`src/rtl/rcd_pkg.sv`:
```
package rcd_pkg;

    typedef enum logic [1:0] {
        ST_STOP = 2'd0,
        ST_PASS = 2'd1,
        ST_HIGH = 2'd2,
        ST_LOW  = 2'd3
    } rcd_state_e;

    // Largest ratio an instance can decode to.
    function automatic int max_ratio(int rat_w, int step, int zero_val);
        int m;
        m = (rat_w == 0) ? 1 : ((1 << rat_w) * step);
        if (zero_val > m) m = zero_val;
        return m;
    endfunction

endpackage

```
`src/rtl/rcd_regs.sv`:
```
module rcd_regs #(
    parameter int DATA_W = 32
) (
    input  logic              clk,
    input  logic              rst_n,
    input  logic              wr_en,
    input  logic              wr_addr,
    input  logic [DATA_W-1:0] wr_data,
    output logic [DATA_W-1:0] word0,
    output logic [DATA_W-1:0] word1
);

    always_ff @(posedge clk) begin
        if (!rst_n) begin
            word0 <= '0;
            word1 <= '0;
        end else if (wr_en) begin
            if (wr_addr) word1 <= wr_data;
            else         word0 <= wr_data;
        end
    end

endmodule

```
`src/rtl/rcd_decode.sv`:
```
module rcd_decode #(
    parameter int DATA_W   = 32,
    parameter int NUM_SRC  = 3,
    parameter int SEL_W    = 2,
    parameter int SEL_LSB  = 8,
    parameter int RAT_W    = 5,
    parameter int RAT_LSB  = 24,
    parameter int RAT_REG  = 1,
    parameter int RAT_STEP = 2,
    parameter int RAT_ZERO = 20,
    parameter int RATIO_W  = 7,
    parameter int SW       = 2,
    parameter int RW       = 5
) (
    input  logic [DATA_W-1:0]  word0,
    input  logic [DATA_W-1:0]  word1,
    input  logic [NUM_SRC-1:0] src_tick,
    output logic [SW-1:0]      sel_code,
    output logic               sel_ok,
    output logic               sel_tick,
    output logic [RW-1:0]      rat_raw,
    output logic [RATIO_W-1:0] ratio
);

    logic unused_word_bits;
    assign unused_word_bits = ^{word0, word1};

    generate
        if (SEL_W > 0) begin : g_sel
            assign sel_code = word0[SEL_LSB +: SEL_W];
            assign sel_ok   = int'(sel_code) < NUM_SRC;
        end else begin : g_fixed_src
            assign sel_code = '0;
            assign sel_ok   = 1'b1;
        end
    endgenerate

    always_comb begin
        sel_tick = 1'b0;
        for (int i = 0; i < NUM_SRC; i++) begin
            if (sel_ok && int'(sel_code) == i) sel_tick = src_tick[i];
        end
    end

    generate
        if (RAT_W > 0) begin : g_rat
            logic [DATA_W-1:0] rat_word;
            assign rat_word = (RAT_REG != 0) ? word1 : word0;
            assign rat_raw  = rat_word[RAT_LSB +: RAT_W];
            always_comb begin
                if (RAT_ZERO != 0 && rat_raw == '0)
                    ratio = RATIO_W'(RAT_ZERO);
                else
                    ratio = RATIO_W'((int'(rat_raw) + 1) * RAT_STEP);
            end
        end else begin : g_no_rat
            assign rat_raw = '0;
            assign ratio   = RATIO_W'(1);
        end
    endgenerate

endmodule

```
`src/rtl/rcd_fsm.sv`:
```
module rcd_fsm
    import rcd_pkg::*;
#(
    parameter int RATIO_W = 7
) (
    input  logic               clk,
    input  logic               rst_n,
    input  logic               sel_ok,
    input  logic               sel_tick,
    input  logic [RATIO_W-1:0] new_ratio,
    output logic               div_en,
    output logic               div_clk,
    output rcd_state_e         st,
    output logic [RATIO_W-1:0] act_ratio
);

    localparam logic [RATIO_W-1:0] ONE = RATIO_W'(1);

    rcd_state_e         st_n;
    logic [RATIO_W-1:0] cnt, cnt_n, r_n, half;
    logic               last_tick;

    assign half      = act_ratio >> 1;
    assign last_tick = (cnt == act_ratio - ONE);

    // State register
    always_ff @(posedge clk) begin
        if (!rst_n) begin
            st        <= ST_STOP;
            cnt       <= '0;
            act_ratio <= ONE;
        end else begin
            st        <= st_n;
            cnt       <= cnt_n;
            act_ratio <= r_n;
        end
    end

    // Next state
    always_comb begin
        st_n  = st;
        cnt_n = cnt;
        r_n   = act_ratio;
        unique case (st)
            ST_STOP: begin
                if (sel_ok) begin
                    r_n   = new_ratio;
                    cnt_n = '0;
                    st_n  = (new_ratio == ONE) ? ST_PASS : ST_HIGH;
                end
            end
            ST_PASS: begin
                if (!sel_ok) begin
                    st_n = ST_STOP;
                end else if (sel_tick) begin
                    r_n   = new_ratio;
                    cnt_n = '0;
                    st_n  = (new_ratio == ONE) ? ST_PASS : ST_HIGH;
                end
            end
            ST_HIGH: begin
                if (!sel_ok) begin
                    st_n = ST_STOP;
                end else if (sel_tick) begin
                    cnt_n = cnt + ONE;
                    if (cnt + ONE == half) st_n = ST_LOW;
                end
            end
            ST_LOW: begin
                if (!sel_ok) begin
                    st_n = ST_STOP;
                end else if (sel_tick) begin
                    if (last_tick) begin
                        r_n   = new_ratio;
                        cnt_n = '0;
                        st_n  = (new_ratio == ONE) ? ST_PASS : ST_HIGH;
                    end else begin
                        cnt_n = cnt + ONE;
                    end
                end
            end
            default: st_n = ST_STOP;
        endcase
    end

    // Outputs
    always_comb begin
        div_en  = 1'b0;
        div_clk = 1'b0;
        if (sel_ok) begin
            unique case (st)
                ST_PASS: begin
                    div_en  = sel_tick;
                    div_clk = sel_tick;
                end
                ST_HIGH: div_clk = 1'b1;
                ST_LOW:  div_en  = sel_tick && last_tick;
                default: ;
            endcase
        end
    end

endmodule

```
`src/rtl/ratio_clk_div.sv`:
```
module ratio_clk_div
    import rcd_pkg::*;
#(
    parameter int DATA_W   = 32,
    parameter int NUM_SRC  = 3,
    parameter int SEL_W    = 2,
    parameter int SEL_LSB  = 8,
    parameter int RAT_W    = 5,
    parameter int RAT_LSB  = 24,
    parameter int RAT_REG  = 1,
    parameter int RAT_STEP = 2,
    parameter int RAT_ZERO = 20,
    localparam int MAXR    = max_ratio(RAT_W, RAT_STEP, RAT_ZERO),
    localparam int RATIO_W = $clog2(MAXR + 1),
    localparam int SW      = (SEL_W > 0) ? SEL_W : 1,
    localparam int RW      = (RAT_W > 0) ? RAT_W : 1
) (
    input  logic               clk,
    input  logic               rst_n,
    input  logic [NUM_SRC-1:0] src_tick,
    input  logic               wr_en,
    input  logic               wr_addr,
    input  logic [DATA_W-1:0]  wr_data,
    output logic               div_en,
    output logic               div_clk,
    output logic [SW-1:0]      rd_src,
    output logic               rd_src_ok,
    output logic [RW-1:0]      rd_rat_raw,
    output logic [RATIO_W-1:0] rd_ratio
);

    logic [DATA_W-1:0]  word0, word1;
    logic               sel_tick;
    rcd_state_e         st;
    logic [RATIO_W-1:0] act_ratio;

    rcd_regs #(.DATA_W(DATA_W)) u_regs (
        .clk(clk), .rst_n(rst_n), .wr_en(wr_en), .wr_addr(wr_addr),
        .wr_data(wr_data), .word0(word0), .word1(word1)
    );

    rcd_decode #(
        .DATA_W(DATA_W), .NUM_SRC(NUM_SRC), .SEL_W(SEL_W), .SEL_LSB(SEL_LSB),
        .RAT_W(RAT_W), .RAT_LSB(RAT_LSB), .RAT_REG(RAT_REG),
        .RAT_STEP(RAT_STEP), .RAT_ZERO(RAT_ZERO), .RATIO_W(RATIO_W),
        .SW(SW), .RW(RW)
    ) u_dec (
        .word0(word0), .word1(word1), .src_tick(src_tick),
        .sel_code(rd_src), .sel_ok(rd_src_ok), .sel_tick(sel_tick),
        .rat_raw(rd_rat_raw), .ratio(rd_ratio)
    );

    rcd_fsm #(.RATIO_W(RATIO_W)) u_fsm (
        .clk(clk), .rst_n(rst_n), .sel_ok(rd_src_ok), .sel_tick(sel_tick),
        .new_ratio(rd_ratio), .div_en(div_en), .div_clk(div_clk),
        .st(st), .act_ratio(act_ratio)
    );

endmodule

```
`config.mk`:
```
export PLATFORM = sky130hd
export DESIGN_NAME = ratio_clk_div
export DESIGN_NICKNAME = d
export VERILOG_FILES = /design/src/rtl/rcd_pkg.sv /design/src/rtl/rcd_regs.sv /design/src/rtl/rcd_decode.sv /design/src/rtl/rcd_fsm.sv /design/src/rtl/ratio_clk_div.sv
export SDC_FILE = /design/constraint.sdc
export NUM_CORES = 1
export LEC_CHECK = 0
export ABC_AREA = 1
export ABC_CLOCK_PERIOD_IN_PS = 5350
export BUFFER_PORTS_ARGS = -buffer_cell sky130_fd_sc_hd__buf_2
export CORE_UTILIZATION = 64
export CTS_CLUSTER_DIAMETER = 100
export DETAILED_ROUTE_END_ITERATION = 12
export GPL_ROUTABILITY_DRIVEN = 0
export PLACE_DENSITY_LB_ADDON = 0.3
export SKIP_CTS_REPAIR_TIMING = 1
export SYNTH_ARGS = -nofsm -noshare
export SYNTH_HDL_FRONTEND = slang
export SYNTH_HIERARCHICAL = 1
export SYNTH_SLANG_ARGS = --single-unit
```
`constraint.sdc`:
```
create_clock -name clk -period 5.35 [get_ports clk]
set_input_delay 1.07 -clock clk [delete_from_list [all_inputs] [get_ports clk]]
set_output_delay 1.07 -clock clk [all_outputs]
set_load 0.005 [all_outputs]
```
Yosys cells after proc, flatten, opt, wreduce, memory -nomap -nowiden
Index checks and enable logic that the tools add are counted.
{"block": "word_totals", "register_bits": 55, "input_bits": 39, "out_inout_bits": 17, "wordCells": 79}
{"block": "classes", "add_sub_neg": 3, "n_lt_le_gt_ge": 1, "eq_ne": 21, "mux": 35, "n_bitwise": 1, "n_reduce_logical": 13}
{"op": "7-bit 2-to-1 mux", "count": 15}
{"op": "7-bit one-hot mux with 4 select lines", "count": 1}
{"op": "7-bit one-hot mux with 3 select lines", "count": 1}
{"op": "2-bit 2-to-1 mux", "count": 10}
{"op": "3-bit by 2-bit != test with 1-bit output (second input constant)", "count": 5}
{"op": "7-bit AND reduction", "count": 2}
{"op": "2-bit == test (second input constant)", "count": 4}
{"op": "2-bit by 1-bit != test with 1-bit output (second input constant)", "count": 4}
{"op": "2-bit != test (second input constant)", "count": 4}
{"op": "2-bit one-hot mux with 4 select lines", "count": 1}
{"op": "7-bit by 1-bit adder with 7-bit output (second input constant)", "count": 1}
{"op": "7-bit by 1-bit == test with 1-bit output (second input constant)", "count": 1}
{"op": "7-bit by 6-bit == test with 1-bit output", "count": 1}
{"op": "7-bit == test", "count": 1}
{"op": "7-bit by 1-bit subtractor with 7-bit output (second input constant)", "count": 1}
{"op": "5-bit by 1-bit adder with 6-bit output (second input constant)", "count": 1}
{"op": "6-bit AND reduction", "count": 1}
{"op": "5-bit logical NOT", "count": 1}
{"op": "1-bit 2-to-1 mux", "count": 5}
{"op": "1-bit logical AND", "count": 4}
{"op": "2-bit logical NOT", "count": 2}
{"op": "1-bit one-hot mux with 2 select lines", "count": 2}
{"op": "2-bit AND reduction", "count": 2}
{"op": "3-bit nonzero test", "count": 1}
{"op": "3 further kinds", "count": 3}

Longest topological paths before layout
{"block": "logic_depth", "word_depth": 8, "mapped_depth": 15, "depth_no_buf": 15}

Modules after synthesis
Netlist, hierarchy kept.
{"module": "rcd_regs", "instances": 1, "cells_each": 351, "area_each_um2": 2536.2, "seq_area_each_um2": 1281.2}
{"module": "rcd_fsm", "instances": 1, "cells_each": 222, "area_each_um2": 1306.3, "seq_area_each_um2": 320.3}
{"module": "rcd_decode", "instances": 1, "cells_each": 43, "area_each_um2": 229.0, "seq_area_each_um2": 0.0}

Least setup slack after synthesis
No wires, ideal clock.
{"block": "synth_path", "kind": "in2out", "start": "in src_tick[1]", "end": "out div_en", "arrival_ns": 1.574, "required_ns": 4.280, "path_slack_ns": 2.706, "path_stages": 4, "path_buffers": 0, "path_cell_list": "nand3_1 -> nand3_1 -> nand2_1 -> a211oi_1"}
{"block": "synth_via", "elab_chain_len": 5}
{"item": "from (decl)", "line": "ratio_clk_div.sv:20", "text": "input logic [NUM_SRC-1:0] src_tick,"}
{"item": "1-bit 2-to-1 mux (*) (2 in series)", "line": "rcd_decode.sv:41", "text": "if (sel_ok && int'(sel_code) == i) sel_tick = src_tick[i];"}
{"item": "via sel_tick", "line": "ratio_clk_div.sv:33", "text": "logic sel_tick;"}
{"item": "1-bit logical AND", "line": "rcd_fsm.sv:97", "text": "ST_LOW: div_en = sel_tick && last_tick;"}
{"item": "1-bit one-hot mux with 2 select lines (*)", "line": "rcd_fsm.sv:91", "text": "unique case (st)"}
{"item": "1-bit 2-to-1 mux (*)", "line": "rcd_fsm.sv:90", "text": "if (sel_ok) begin"}
{"item": "to (decl)", "line": "ratio_clk_div.sv:24", "text": "output logic div_en,"}
The timed path passes the listed nets; every way through them passes the cells marked *.

Worst setup path after layout
{"block": "layout_path", "start": "reg u_fsm.act_ratio[0]", "end": "out div_en"}
{"block": "layout_via", "elab_chain_len": 5}
{"item": "from (decl)", "line": "rcd_fsm.sv:14", "text": "output logic [RATIO_W-1:0] act_ratio"}
{"item": "from (signal assigned)", "line": "rcd_fsm.sv:35", "text": "act_ratio <= r_n;"}
{"item": "7-bit by 1-bit subtractor with 7-bit output", "line": "rcd_fsm.sv:24", "text": "assign last_tick = (cnt == act_ratio - ONE);"}
{"item": "7-bit == test", "line": "rcd_fsm.sv:24"}
{"item": "1-bit logical AND", "line": "rcd_fsm.sv:97"}
{"item": "1-bit one-hot mux with 2 select lines", "line": "rcd_fsm.sv:91"}
{"item": "1-bit 2-to-1 mux", "line": "rcd_fsm.sv:90"}
No other way between the ends.

==> out/qor.yml <==
die:
  io_pins: 56
  dieArea_sq_um: 3140
  start_util: 0.678
  die_width_um: 56.1
  coreArea_sq_um: 2760
  die_h_um: 56.1
  rows: 19
clock_tree:
  cts_max_path_buffers: 2
  cts_buffers: 3
  root_buffer: "clkbuf_4"
  cts_tree: "done"
  clk_pin_slew_ns: 0.12
  insertion_delay_ns: 0.32
  htree_levels: 1
  cts_sinks: 23
worst_setup_path:
  worstPathArrival_ns: 2.01
  path_max_fanout: 4
  cp-start-kind: "flop"
  endpoint_kind: "output pin"
  path_class: "flop to output pin"
  cp.required_ns: 4.28
synth:
  syn_avg_cell_area_sq_um: 6.00
  ys_warn_count: 6
  syn_inst: 312
  syn_area_sq_um: 1870
  synth_fp_nets: 359
sta:
  fin_crit_ns: 3.08
  skew_ns: 0.00889
  fin_setup_tns_ns: 0
  setup_viol: 0
  final_hold_viol_count: 0
  fmax_mhz: 325
  period_share: 0.575
  rsz0062_at_grt: "false"
  slew_viol_final: 0
  fin_ws_ns: 2.27
detailed_routing:
  wl_met3_um: 163
  routedLengthMet1_um: 1730
  routed_wl_um: 3750
  top_layer_used: "met4"
  routed_via_density: 5.28
  drtIter0Drc: 55
  vias: 1865
  ant_nets: 0
  drt-wirelength-per-cell_um: 10.6
  dr.pass1.iters: 4
  routed-wl-met2_um: 1800
  remaining_drc_errors: 0
global_route:
  grt_overflow: 0
  grt.total_usage: 0.255
  grt_pass1_wl_um: 6530
  grt_start_max_net_pins: 19
  first_global_vias: 1585
  antenna_found_initial: 0
run:
  cap_violations: 0
finish:
  diodes: 0
  syn_to_final_growth_pct: 2.74
  drive_above_1_share: 0.134
  num-nets-final: 370
power_and_ir_drop:
  power_density_nw_per_um2: 369
  ir_drop_v: 0.000307
  p_leak_nw: 1.01
worst_hold_path:
  hp-class: "flop to flop"
placement:
  dp_hpwl_um: 2890
  port_buffers: 29
  dp_slack_ns: 2.47
outcome:
  run_status: "finished clean"
-- where the power goes --
group	switching, W	leakage (nW)	internal (W)	total, W
clock network	0.0000531	0.0150	0.0000292	0.0000822
logic	0.000244	0.811	0.000142	0.000386
registers	0.0000369	0.189	0.000205	0.000242
total	0.000334	1.01	0.000376	0.000710
-- layout make-up --
type,count,area [sq um]
fillers,257,836
repair buffers,29,145
flip-flops and latches,23,460
clock buffers,4,26.3
well taps,31,38.8
multi-input cells,215,1060
inverters,51,191
-- placed cells by master (no fill, tap or decap), types with 3 or more instances in the layout --
cell type / n
a21oi_1: 21
buf_2: 29
clkbuf_4: 3
dfxtp_1: 23
ha_1: 8
inv_1: 47
inv_2: 3
nand2_1: 77
nand2_2: 3
nand3_1: 31
nand4_1: 8
nor2_1: 35
o21ai_0: 14
xnor2_1: 3
-- through the flow --
step	area, sq um	total power, W	instances	hold slack, ns	utilization
after global placement	1900	0.000621	349	0.476	0.687
after floorplan	1870	0.000565	312	0.461	-
final	1920	0.000710	353	0.516	0.697
after CTS	1920	0.000712	353	0.519	0.697
after global routing	1920	0.000783	353	0.553	0.697
after detailed placement	1900	0.000629	349	0.484	0.687
-- final timing paths --
path                                                         to  depth (start not counted)                            start  slack (ns)
worst min register to register  u_fsm/act_ratio[0]$_SDFFE_PN1P_                          2  u_fsm/act_ratio[0]$_SDFFE_PN1P_        0.52
worst max-delay path                                     div_en                         11  u_fsm/act_ratio[0]$_SDFFE_PN1P_        2.27
worst min-delay path            u_fsm/act_ratio[0]$_SDFFE_PN1P_                          2  u_fsm/act_ratio[0]$_SDFFE_PN1P_        0.52
worst max register to register  u_fsm/act_ratio[2]$_SDFFE_PN0P_                         13  u_fsm/act_ratio[0]$_SDFFE_PN1P_        3.32
-- registers in the layout, summed over array words and instances, names as in the netlist --
| register | count |
|---|---|
| u_fsm/act_ratio | 7 |
| u_fsm/cnt | 7 |
| u_regs/word1 | 5 |
| u_fsm/st | 2 |
| u_regs/word0 | 2 |
-- worst max-delay path: stages (launching register included) --
cell      delay [ns]
dfxtp_1         0.37
inv_1           0.09
ha_1            0.23
or2_1           0.23
nand2_1         0.06
nand2_1         0.04
nand2_1         0.05
nand3_1         0.07
nor2_1          0.12
nand2_2         0.10
a211oi_1        0.19
buf_2           0.14
-- per-layer routing --
metal	global-route usage	up-vias
li1	-	990
met5	0	-
met3	0.0209	5
met2	0.444	59
met4	0.0836	0
met1	0.332	811
Note: power is estimated with default switching activity, not from simulation.
